[src/rtl/asram_ctrl_pkg.sv]
package asram_ctrl_pkg;

   typedef enum logic [2:0] {
      PH_IDLE,
      PH_RD_WAIT,
      PH_WR_SETUP,
      PH_WR_PULSE,
      PH_WR_RECOVER
   } phase_e;

   // whole cycles covering a time in picoseconds
   function automatic int unsigned to_cycles(int unsigned t_ps, int unsigned clk_ps);
      return (t_ps + clk_ps - 1) / clk_ps;
   endfunction

   function automatic int unsigned umax(int unsigned a, int unsigned b);
      return (a > b) ? a : b;
   endfunction

   // subtraction that stops at zero
   function automatic int unsigned usub(int unsigned a, int unsigned b);
      return (a > b) ? a - b : 0;
   endfunction

endpackage

[src/rtl/asram_phase_timer.sv]
module asram_phase_timer #(
   parameter int unsigned CNT_W = 3
) (
   input  logic             clk,
   input  logic             rst_n,
   input  logic             load,
   input  logic [CNT_W-1:0] load_val,
   output logic             done
);

   logic [CNT_W-1:0] remain_q;

   always_ff @(posedge clk or negedge rst_n) begin
      if (!rst_n) begin
         remain_q <= '0;
      end else if (load) begin
         remain_q <= load_val;
      end else if (remain_q != '0) begin
         remain_q <= remain_q - 1'b1;
      end
   end

   assign done = (remain_q == '0);

   // the count only ever falls between loads
   a_r12_timer_monotonic: assert property (@(posedge clk) disable iff (!rst_n)
      ($past(!load) && $past(remain_q) != '0) |-> remain_q == $past(remain_q) - 1'b1);

endmodule

[src/rtl/asram_phase_seq.sv]
module asram_phase_seq
   import asram_ctrl_pkg::*;
#(
   parameter int unsigned CNT_W  = 3,
   parameter int unsigned RD_CYC = 4,
   parameter int unsigned SU_CYC = 1,
   parameter int unsigned PW_CYC = 3,
   parameter int unsigned RV_CYC = 1
) (
   input  logic             clk,
   input  logic             rst_n,
   input  logic             req_valid,
   input  logic             req_write,
   input  logic             tmr_done,
   output logic             req_ready,
   output logic             accept,
   output logic             capture,
   output logic             tmr_load,
   output logic [CNT_W-1:0] tmr_val,
   output logic             ce1_n,
   output logic             ce2,
   output logic             oe_n,
   output logic             we_n,
   output logic             dq_oe
);

   localparam logic [CNT_W-1:0] RD_LD = CNT_W'(RD_CYC - 1);
   localparam logic [CNT_W-1:0] SU_LD = CNT_W'(SU_CYC - 1);
   localparam logic [CNT_W-1:0] PW_LD = CNT_W'(PW_CYC - 1);
   localparam logic [CNT_W-1:0] RV_LD = CNT_W'(RV_CYC - 1);

   phase_e ph_q, ph_d;

   assign req_ready = (ph_q == PH_IDLE);
   assign accept    = req_ready && req_valid;
   assign capture   = (ph_q == PH_RD_WAIT) && tmr_done;

   always_comb begin
      ph_d     = ph_q;
      tmr_load = 1'b0;
      tmr_val  = '0;
      unique case (ph_q)
         PH_IDLE: begin
            if (req_valid) begin
               tmr_load = 1'b1;
               if (req_write) begin
                  ph_d    = PH_WR_SETUP;
                  tmr_val = SU_LD;
               end else begin
                  ph_d    = PH_RD_WAIT;
                  tmr_val = RD_LD;
               end
            end
         end
         PH_RD_WAIT: begin
            if (tmr_done) ph_d = PH_IDLE;
         end
         PH_WR_SETUP: begin
            if (tmr_done) begin
               ph_d     = PH_WR_PULSE;
               tmr_load = 1'b1;
               tmr_val  = PW_LD;
            end
         end
         PH_WR_PULSE: begin
            if (tmr_done) begin
               ph_d     = PH_WR_RECOVER;
               tmr_load = 1'b1;
               tmr_val  = RV_LD;
            end
         end
         PH_WR_RECOVER: begin
            if (tmr_done) ph_d = PH_IDLE;
         end
         default: ph_d = PH_IDLE;
      endcase
   end

   // strobes decoded from the next phase and registered, so pins never glitch
   always_ff @(posedge clk or negedge rst_n) begin
      if (!rst_n) begin
         ph_q  <= PH_IDLE;
         ce1_n <= 1'b1;
         ce2   <= 1'b0;
         oe_n  <= 1'b1;
         we_n  <= 1'b1;
         dq_oe <= 1'b0;
      end else begin
         ph_q  <= ph_d;
         ce1_n <= (ph_d == PH_IDLE);
         ce2   <= (ph_d != PH_IDLE);
         oe_n  <= (ph_d != PH_RD_WAIT);
         we_n  <= (ph_d != PH_WR_PULSE);
         dq_oe <= (ph_d == PH_WR_PULSE) || (ph_d == PH_WR_RECOVER);
      end
   end

   // length of the current low stretch of the write strobe, saturating
   logic [CNT_W:0] we_run_q;
   always_ff @(posedge clk or negedge rst_n) begin
      if (!rst_n)                  we_run_q <= '0;
      else if (we_n)               we_run_q <= '0;
      else if (we_run_q != '1)     we_run_q <= we_run_q + 1'b1;
   end

   a_r1_ready_quiet: assert property (@(posedge clk) disable iff (!rst_n)
      req_ready |-> (oe_n && we_n && !dq_oe));
   a_r2_selects_pair: assert property (@(posedge clk) disable iff (!rst_n)
      ce1_n != ce2);
   a_r3_write_strobe_legal: assert property (@(posedge clk) disable iff (!rst_n)
      !we_n |-> (!ce1_n && ce2 && oe_n));
   a_r4_drive_legal: assert property (@(posedge clk) disable iff (!rst_n)
      dq_oe |-> (!ce1_n && oe_n));
   a_r6_pulse_width: assert property (@(posedge clk) disable iff (!rst_n)
      $rose(we_n) |-> (we_run_q == (CNT_W+1)'(PW_CYC)));
   a_r11_idle_deselect: assert property (@(posedge clk) disable iff (!rst_n)
      req_ready |-> (ce1_n && !ce2));

endmodule

[src/rtl/asram_datapath.sv]
module asram_datapath #(
   parameter int unsigned ADDR_W = 13,
   parameter int unsigned DATA_W = 8
) (
   input  logic              clk,
   input  logic              rst_n,
   input  logic              accept,
   input  logic [ADDR_W-1:0] req_addr,
   input  logic [DATA_W-1:0] req_wdata,
   input  logic              capture,
   input  logic [DATA_W-1:0] mem_dq_i,
   output logic [ADDR_W-1:0] mem_addr,
   output logic [DATA_W-1:0] mem_dq_o,
   output logic              rsp_valid,
   output logic [DATA_W-1:0] rsp_rdata
);

   always_ff @(posedge clk or negedge rst_n) begin
      if (!rst_n) begin
         mem_addr <= '0;
         mem_dq_o <= '0;
      end else if (accept) begin
         mem_addr <= req_addr;
         mem_dq_o <= req_wdata;
      end
   end

   always_ff @(posedge clk or negedge rst_n) begin
      if (!rst_n) begin
         rsp_valid <= 1'b0;
         rsp_rdata <= '0;
      end else begin
         rsp_valid <= capture;
         if (capture) rsp_rdata <= mem_dq_i;
      end
   end

   a_r9_single_pulse: assert property (@(posedge clk) disable iff (!rst_n)
      rsp_valid |=> !rsp_valid);
   a_r9_data_held: assert property (@(posedge clk) disable iff (!rst_n)
      (!rsp_valid && !$past(capture)) |-> $stable(rsp_rdata));

endmodule

[src/rtl/asram_ctrl.sv]
module asram_ctrl
   import asram_ctrl_pkg::*;
#(
   parameter int unsigned ADDR_W    = 13,
   parameter int unsigned DATA_W    = 8,
   parameter int unsigned CLK_PS    = 4000,
   parameter int unsigned T_RC_PS   = 15000,
   parameter int unsigned T_AA_PS   = 15000,
   parameter int unsigned T_ACE_PS  = 15000,
   parameter int unsigned T_DOE_PS  = 8000,
   parameter int unsigned T_HZOE_PS = 7000,
   parameter int unsigned T_WC_PS   = 15000,
   parameter int unsigned T_PWE_PS  = 12000,
   parameter int unsigned T_AW_PS   = 12000,
   parameter int unsigned T_SD_PS   = 8000,
   parameter int unsigned T_SA_PS   = 0,
   parameter int unsigned T_HA_PS   = 0,
   parameter int unsigned T_HD_PS   = 0
) (
   input  logic              clk,
   input  logic              rst_n,
   input  logic              req_valid,
   output logic              req_ready,
   input  logic              req_write,
   input  logic [ADDR_W-1:0] req_addr,
   input  logic [DATA_W-1:0] req_wdata,
   output logic              rsp_valid,
   output logic [DATA_W-1:0] rsp_rdata,
   output logic [ADDR_W-1:0] mem_addr,
   output logic              mem_ce1_n,
   output logic              mem_ce2,
   output logic              mem_oe_n,
   output logic              mem_we_n,
   output logic [DATA_W-1:0] mem_dq_o,
   output logic              mem_dq_oe,
   input  logic [DATA_W-1:0] mem_dq_i
);

   // read window: the slowest of cycle time and the three access paths
   localparam int unsigned RD_CYC = umax(1, umax(umax(to_cycles(T_RC_PS, CLK_PS),
                                                      to_cycles(T_AA_PS, CLK_PS)),
                                                 umax(to_cycles(T_ACE_PS, CLK_PS),
                                                      to_cycles(T_DOE_PS, CLK_PS))));
   // setup: address settle plus room for the RAM to release the bus after OE rises
   // (the idle cycle before every write already gives one cycle of OE high)
   localparam int unsigned SU_CYC = umax(1, umax(to_cycles(T_SA_PS, CLK_PS),
                                                 usub(to_cycles(T_HZOE_PS, CLK_PS), 1)));
   localparam int unsigned PW_CYC = umax(1, umax(umax(to_cycles(T_PWE_PS, CLK_PS),
                                                      to_cycles(T_SD_PS, CLK_PS)),
                                                 usub(to_cycles(T_AW_PS, CLK_PS), SU_CYC)));
   localparam int unsigned RV_CYC = umax(1, umax(umax(to_cycles(T_HA_PS, CLK_PS),
                                                      to_cycles(T_HD_PS, CLK_PS)),
                                                 usub(to_cycles(T_WC_PS, CLK_PS), SU_CYC + PW_CYC)));
   localparam int unsigned MAX_CYC = umax(umax(RD_CYC, SU_CYC), umax(PW_CYC, RV_CYC));
   localparam int unsigned CNT_W   = $clog2(MAX_CYC + 1);

   if (CLK_PS == 0) begin : g_bad_clk
      $error("asram_ctrl: CLK_PS must be non-zero");
   end
   if (ADDR_W < 1 || ADDR_W > 31) begin : g_bad_addr
      $error("asram_ctrl: ADDR_W out of range");
   end
   if (DATA_W < 1) begin : g_bad_data
      $error("asram_ctrl: DATA_W must be at least 1");
   end

   logic             accept, capture, tmr_load, tmr_done;
   logic [CNT_W-1:0] tmr_val;

   asram_phase_timer #(.CNT_W(CNT_W)) u_timer (
      .clk      (clk),
      .rst_n    (rst_n),
      .load     (tmr_load),
      .load_val (tmr_val),
      .done     (tmr_done)
   );

   asram_phase_seq #(
      .CNT_W  (CNT_W),
      .RD_CYC (RD_CYC),
      .SU_CYC (SU_CYC),
      .PW_CYC (PW_CYC),
      .RV_CYC (RV_CYC)
   ) u_seq (
      .clk       (clk),
      .rst_n     (rst_n),
      .req_valid (req_valid),
      .req_write (req_write),
      .tmr_done  (tmr_done),
      .req_ready (req_ready),
      .accept    (accept),
      .capture   (capture),
      .tmr_load  (tmr_load),
      .tmr_val   (tmr_val),
      .ce1_n     (mem_ce1_n),
      .ce2       (mem_ce2),
      .oe_n      (mem_oe_n),
      .we_n      (mem_we_n),
      .dq_oe     (mem_dq_oe)
   );

   asram_datapath #(.ADDR_W(ADDR_W), .DATA_W(DATA_W)) u_dp (
      .clk       (clk),
      .rst_n     (rst_n),
      .accept    (accept),
      .req_addr  (req_addr),
      .req_wdata (req_wdata),
      .capture   (capture),
      .mem_dq_i  (mem_dq_i),
      .mem_addr  (mem_addr),
      .mem_dq_o  (mem_dq_o),
      .rsp_valid (rsp_valid),
      .rsp_rdata (rsp_rdata)
   );

   a_r5_addr_stable: assert property (@(posedge clk) disable iff (!rst_n)
      (!mem_ce1_n && $past(!mem_ce1_n)) |-> $stable(mem_addr));
   a_r7_data_held: assert property (@(posedge clk) disable iff (!rst_n)
      $rose(mem_we_n) |-> (mem_dq_oe && $stable(mem_dq_o)));
   a_r12_capture_window: assert property (@(posedge clk) disable iff (!rst_n)
      rsp_valid |-> $past(!mem_oe_n));
   a_r10_accept_idle: assert property (@(posedge clk) disable iff (!rst_n)
      (req_valid && req_ready) |=> !mem_ce1_n);

endmodule

[config.mk]
export PLATFORM = sky130hd
export DESIGN_NAME = asram_ctrl
export DESIGN_NICKNAME = d
export VERILOG_FILES = /design/src/rtl/asram_ctrl_pkg.sv /design/src/rtl/asram_phase_timer.sv /design/src/rtl/asram_phase_seq.sv /design/src/rtl/asram_datapath.sv /design/src/rtl/asram_ctrl.sv
export SDC_FILE = /design/constraint.sdc
export NUM_CORES = 1
export LEC_CHECK = 0
export BUFFER_PORTS_ARGS = -buffer_cell sky130_fd_sc_hd__buf_2
export CORE_ASPECT_RATIO = 0.7
export CORE_UTILIZATION = 44
export DETAILED_ROUTE_END_ITERATION = 10
export PLACE_DENSITY = 0.78
export RECOVER_POWER = 25
export REMOVE_ABC_BUFFERS = 1
export SLEW_MARGIN = 10
export SYNTH_ARGS = -nofsm -noshare
export SYNTH_HDL_FRONTEND = slang
export SYNTH_HIERARCHICAL = 1
export SYNTH_SLANG_ARGS = --single-unit
[constraint.sdc]
create_clock -name clk -period 1.75 [get_ports clk]
set_input_delay 0.175 -clock clk [delete_from_list [all_inputs] [get_ports clk]]
set_output_delay 0.175 -clock clk [all_outputs]
set_load 0.05 [all_outputs]
==> metrics.yaml <==
clock_latency_ns: 0.28
port_buffers: 68
place.gp.congestion: 0.814
dr.pass1.iters: 4
ant_nets: 0
cts_buffers: 5
cts-root-buf: "clkbuf_8"
async_flop_share_pct: 100
rsz0062_at_grt: "false"
crit_path_start_kind: "register"
grt_pass1_vias: 1188
core_sq_um: 3970
fp.dieW_um: 79.3
diodes: 0
dieArea_sq_um: 4450
finalHoldViolCount: 0
path_max_fanout: 5
crit_cells: 7
boundaryPins: 69
wl_met2_um: 1570
r2r.worst_path.cells: 7
hpwl_um: 2430
min_period_over_period_pct: 94.7
grt_pass1_wl_um: 5440
min_path_type: "input port to register"
critical-path-top-delay-family: "flip-flops"
synth_seq_cells: 41
cts_tree: "built"
setup_viol: 0
routedWlPerCell_um: 13.5
netlist.area_leader.share_pct: 51.6
clock_skew_ns: 0.00291
top_layer_used: "met3"
timing_worst_setup_path_type: "register to register"
chipHeight_um: 56.1
antenna_found_initial: 0
area_delta_synth_final_pct: 31.5
synthCells: 129
grt_start_max_net_pins: 27
grt_usage_pct: 16.3
yosysSeqAreaShare_pct: 55.9
min_period_ns: 1.66
cp_data_arrival_time_ns: 1.82
clockBufferDepth: 2
fin_nets: 242
drt-initial-drc-count: 38
syn_avg_cell_area_sq_um: 14.3
drv_cap: 0
drive_above_1_share_pct: 61.5
cts.sinks: 41
path_cells: "inv_1, ha_4, nand2b_4, inv_2, nor3b_4, buf_6, mux2_2"
synthesis.area_sq_um: 1840
grt_overflow: 0
min_path_cells: 2
yosys_warnings: 6
synth_edf_count: 0
vias: 1266
status: "complete, no violations"
yosysMostFrequentCell: "dfrtp_1"
drc: 0
crit_path_end_kind: "register"
max_slew_margin_pct: 58.6
rows: 19
slew_violations: 0
synth_ff_type: "dfrtp_1"
via_per_inst: 4.87
synth_common_cells: "dfrtp_1 (38), mux2_4 (20), mux2_2 (9)"
dr_wl_met3_um: 259
worst_slack_ns: 0.0930
slowest_stage: "dfrtp_1"
drt_wl_total_um: 3500
clkTransAtPathRegs_ns: 0.07
wl_met1_um: 1670
fmax_mhz: 604
worst_slew_pin_slew_ns: 0.621
synth_area_leader_cell: "dfrtp_1"
synthTopCellsByArea: "dfrtp_1 (52%), mux2_4 (16%), mux2_2 (5.5%), dfstp_2 (4.3%), nor2b_1 (2.0%)"
initial_utilization_pct: 46.4
yosysUniqueCellTypes: 37
cts.htree.levels: 2
path_buf_inv: 3
slowest_delay_ns: 0.39
dp_slack_ns: 0.000897
critPathRequiredTime_ns: 1.91
==> worst reg2reg max path, cell delays in order, from the launching register on <==
cell and delay [ns]:
dfrtp_1 0.39, inv_1 0.12, ha_4 0.17, nand2b_4 0.07, inv_2 0.09, nor3b_4 0.23, buf_6 0.16, mux2_2 0.33
==> path summary, 6_finish.rpt <==
| check | startpoint | endpoint | slack, ns |
|---|---|---|---|
| max | u_timer/remain_q[1] | u_dp/rsp_rdata[5] | 0.09 |
| min | req_addr[4] | u_dp/mem_addr[4] | 0.12 |
| max reg2reg | u_timer/remain_q[1] | u_dp/rsp_rdata[5] | 0.09 |
| min reg2reg | u_dp/mem_addr[9] | u_dp/mem_addr[9] | 0.50 |
| max in group asynchronous | rst_n | u_dp/mem_addr[2] | 0.66 |
| min in group asynchronous | rst_n | u_dp/mem_addr[5] | 0.45 |
==> routing by layer <==
metal / up-vias / track usage, %
met5: - / 0
met4: 0 / 2.34
met3: 0 / 5.57
met2: 49 / 25.7
met1: 613 / 22.4
li1: 604 / -
==> cell usage in the layout, fill, tap and decap left out, types with 2 or more instances in the layout <==
master,n
buf_2,63
dfrtp_1,38
mux2_4,20
mux2_2,9
buf_4,7
clkbuf_1,6
nor2b_1,6
clkbuf_8,5
nor2_1,4
nand2_1,3
dfstp_2,3
inv_1,3
buf_6,2
o21ai_0,2
a21oi_1,2
a211oi_1,2
nand2b_1,2
inv_2,2
nor4b_2,2
==> flip-flops by register name (all words and copies together) (netlist names) <==
| signal | flops |
|---|---|
| u_dp/mem_addr | 13 |
| u_dp/mem_dq_o | 8 |
| u_dp/rsp_rdata | 8 |
| u_dp/rsp_valid | 1 |
| u_seq/ce1_n | 1 |
| u_seq/ce2 | 1 |
| u_seq/dq_oe | 1 |
| u_seq/oe_n | 1 |
| u_seq/ph_q | 3 |
| u_seq/we_n | 1 |
| u_timer/remain_q | 3 |
==> final cells by class <==
| type | instances | area [sq um] |
|---|---|---|
| Multi-Input combinational cell | 75 | 786 |
| Timing Repair Buffer | 79 | 440 |
| Clock buffer | 7 | 76.3 |
| Fill cell | 292 | 1550 |
| Clock inverter | 1 | 5.00 |
| Inverter | 5 | 18.8 |
| Sequential cell | 41 | 1030 |
| Tap cell | 52 | 65.1 |
==> what timing repair did <==
action,CTS,global route
gates resized for setup,4,11
hold buffers,1,0
endpoints found under the hold margin,22,0
cloned,1,0
buffers inserted,0,1
setup endpoints to repair,8,10
==> cell families (layout without fill, tap and decap cells) <==
family,after synthesis,in the layout,synth area share [%]
AOI/OAI and AO/OA,14,14,5.37
adders and majority gates,2,2,1.36
buffers and inverters,13,92,4.48
DFF,41,41,55.9
muxes,29,29,21.8
other,1,1,0.204
and+or+nand+nor,29,29,10.9
==> metrics by stage <==
step / setup TNS, ns / hold slack (ns) / util [%] / std cells / cell area (sq um)
after floorplan: -10.79 / -0.121 / - / 121 / 1780
after global placement: 0 / 0.201 / 56.8 / 249 / 2260
after detailed placement: 0 / 0.201 / 56.8 / 249 / 2260
after CTS: 0 / 0.112 / 59.5 / 259 / 2360
after global routing: 0 / 0.109 / 61.0 / 260 / 2420
final: 0 / 0.123 / 61.0 / 260 / 2420
Power is left out: the tool's default activity adds up to more than one toggle a clock period on the data nets, which glitch-free logic cannot reach.
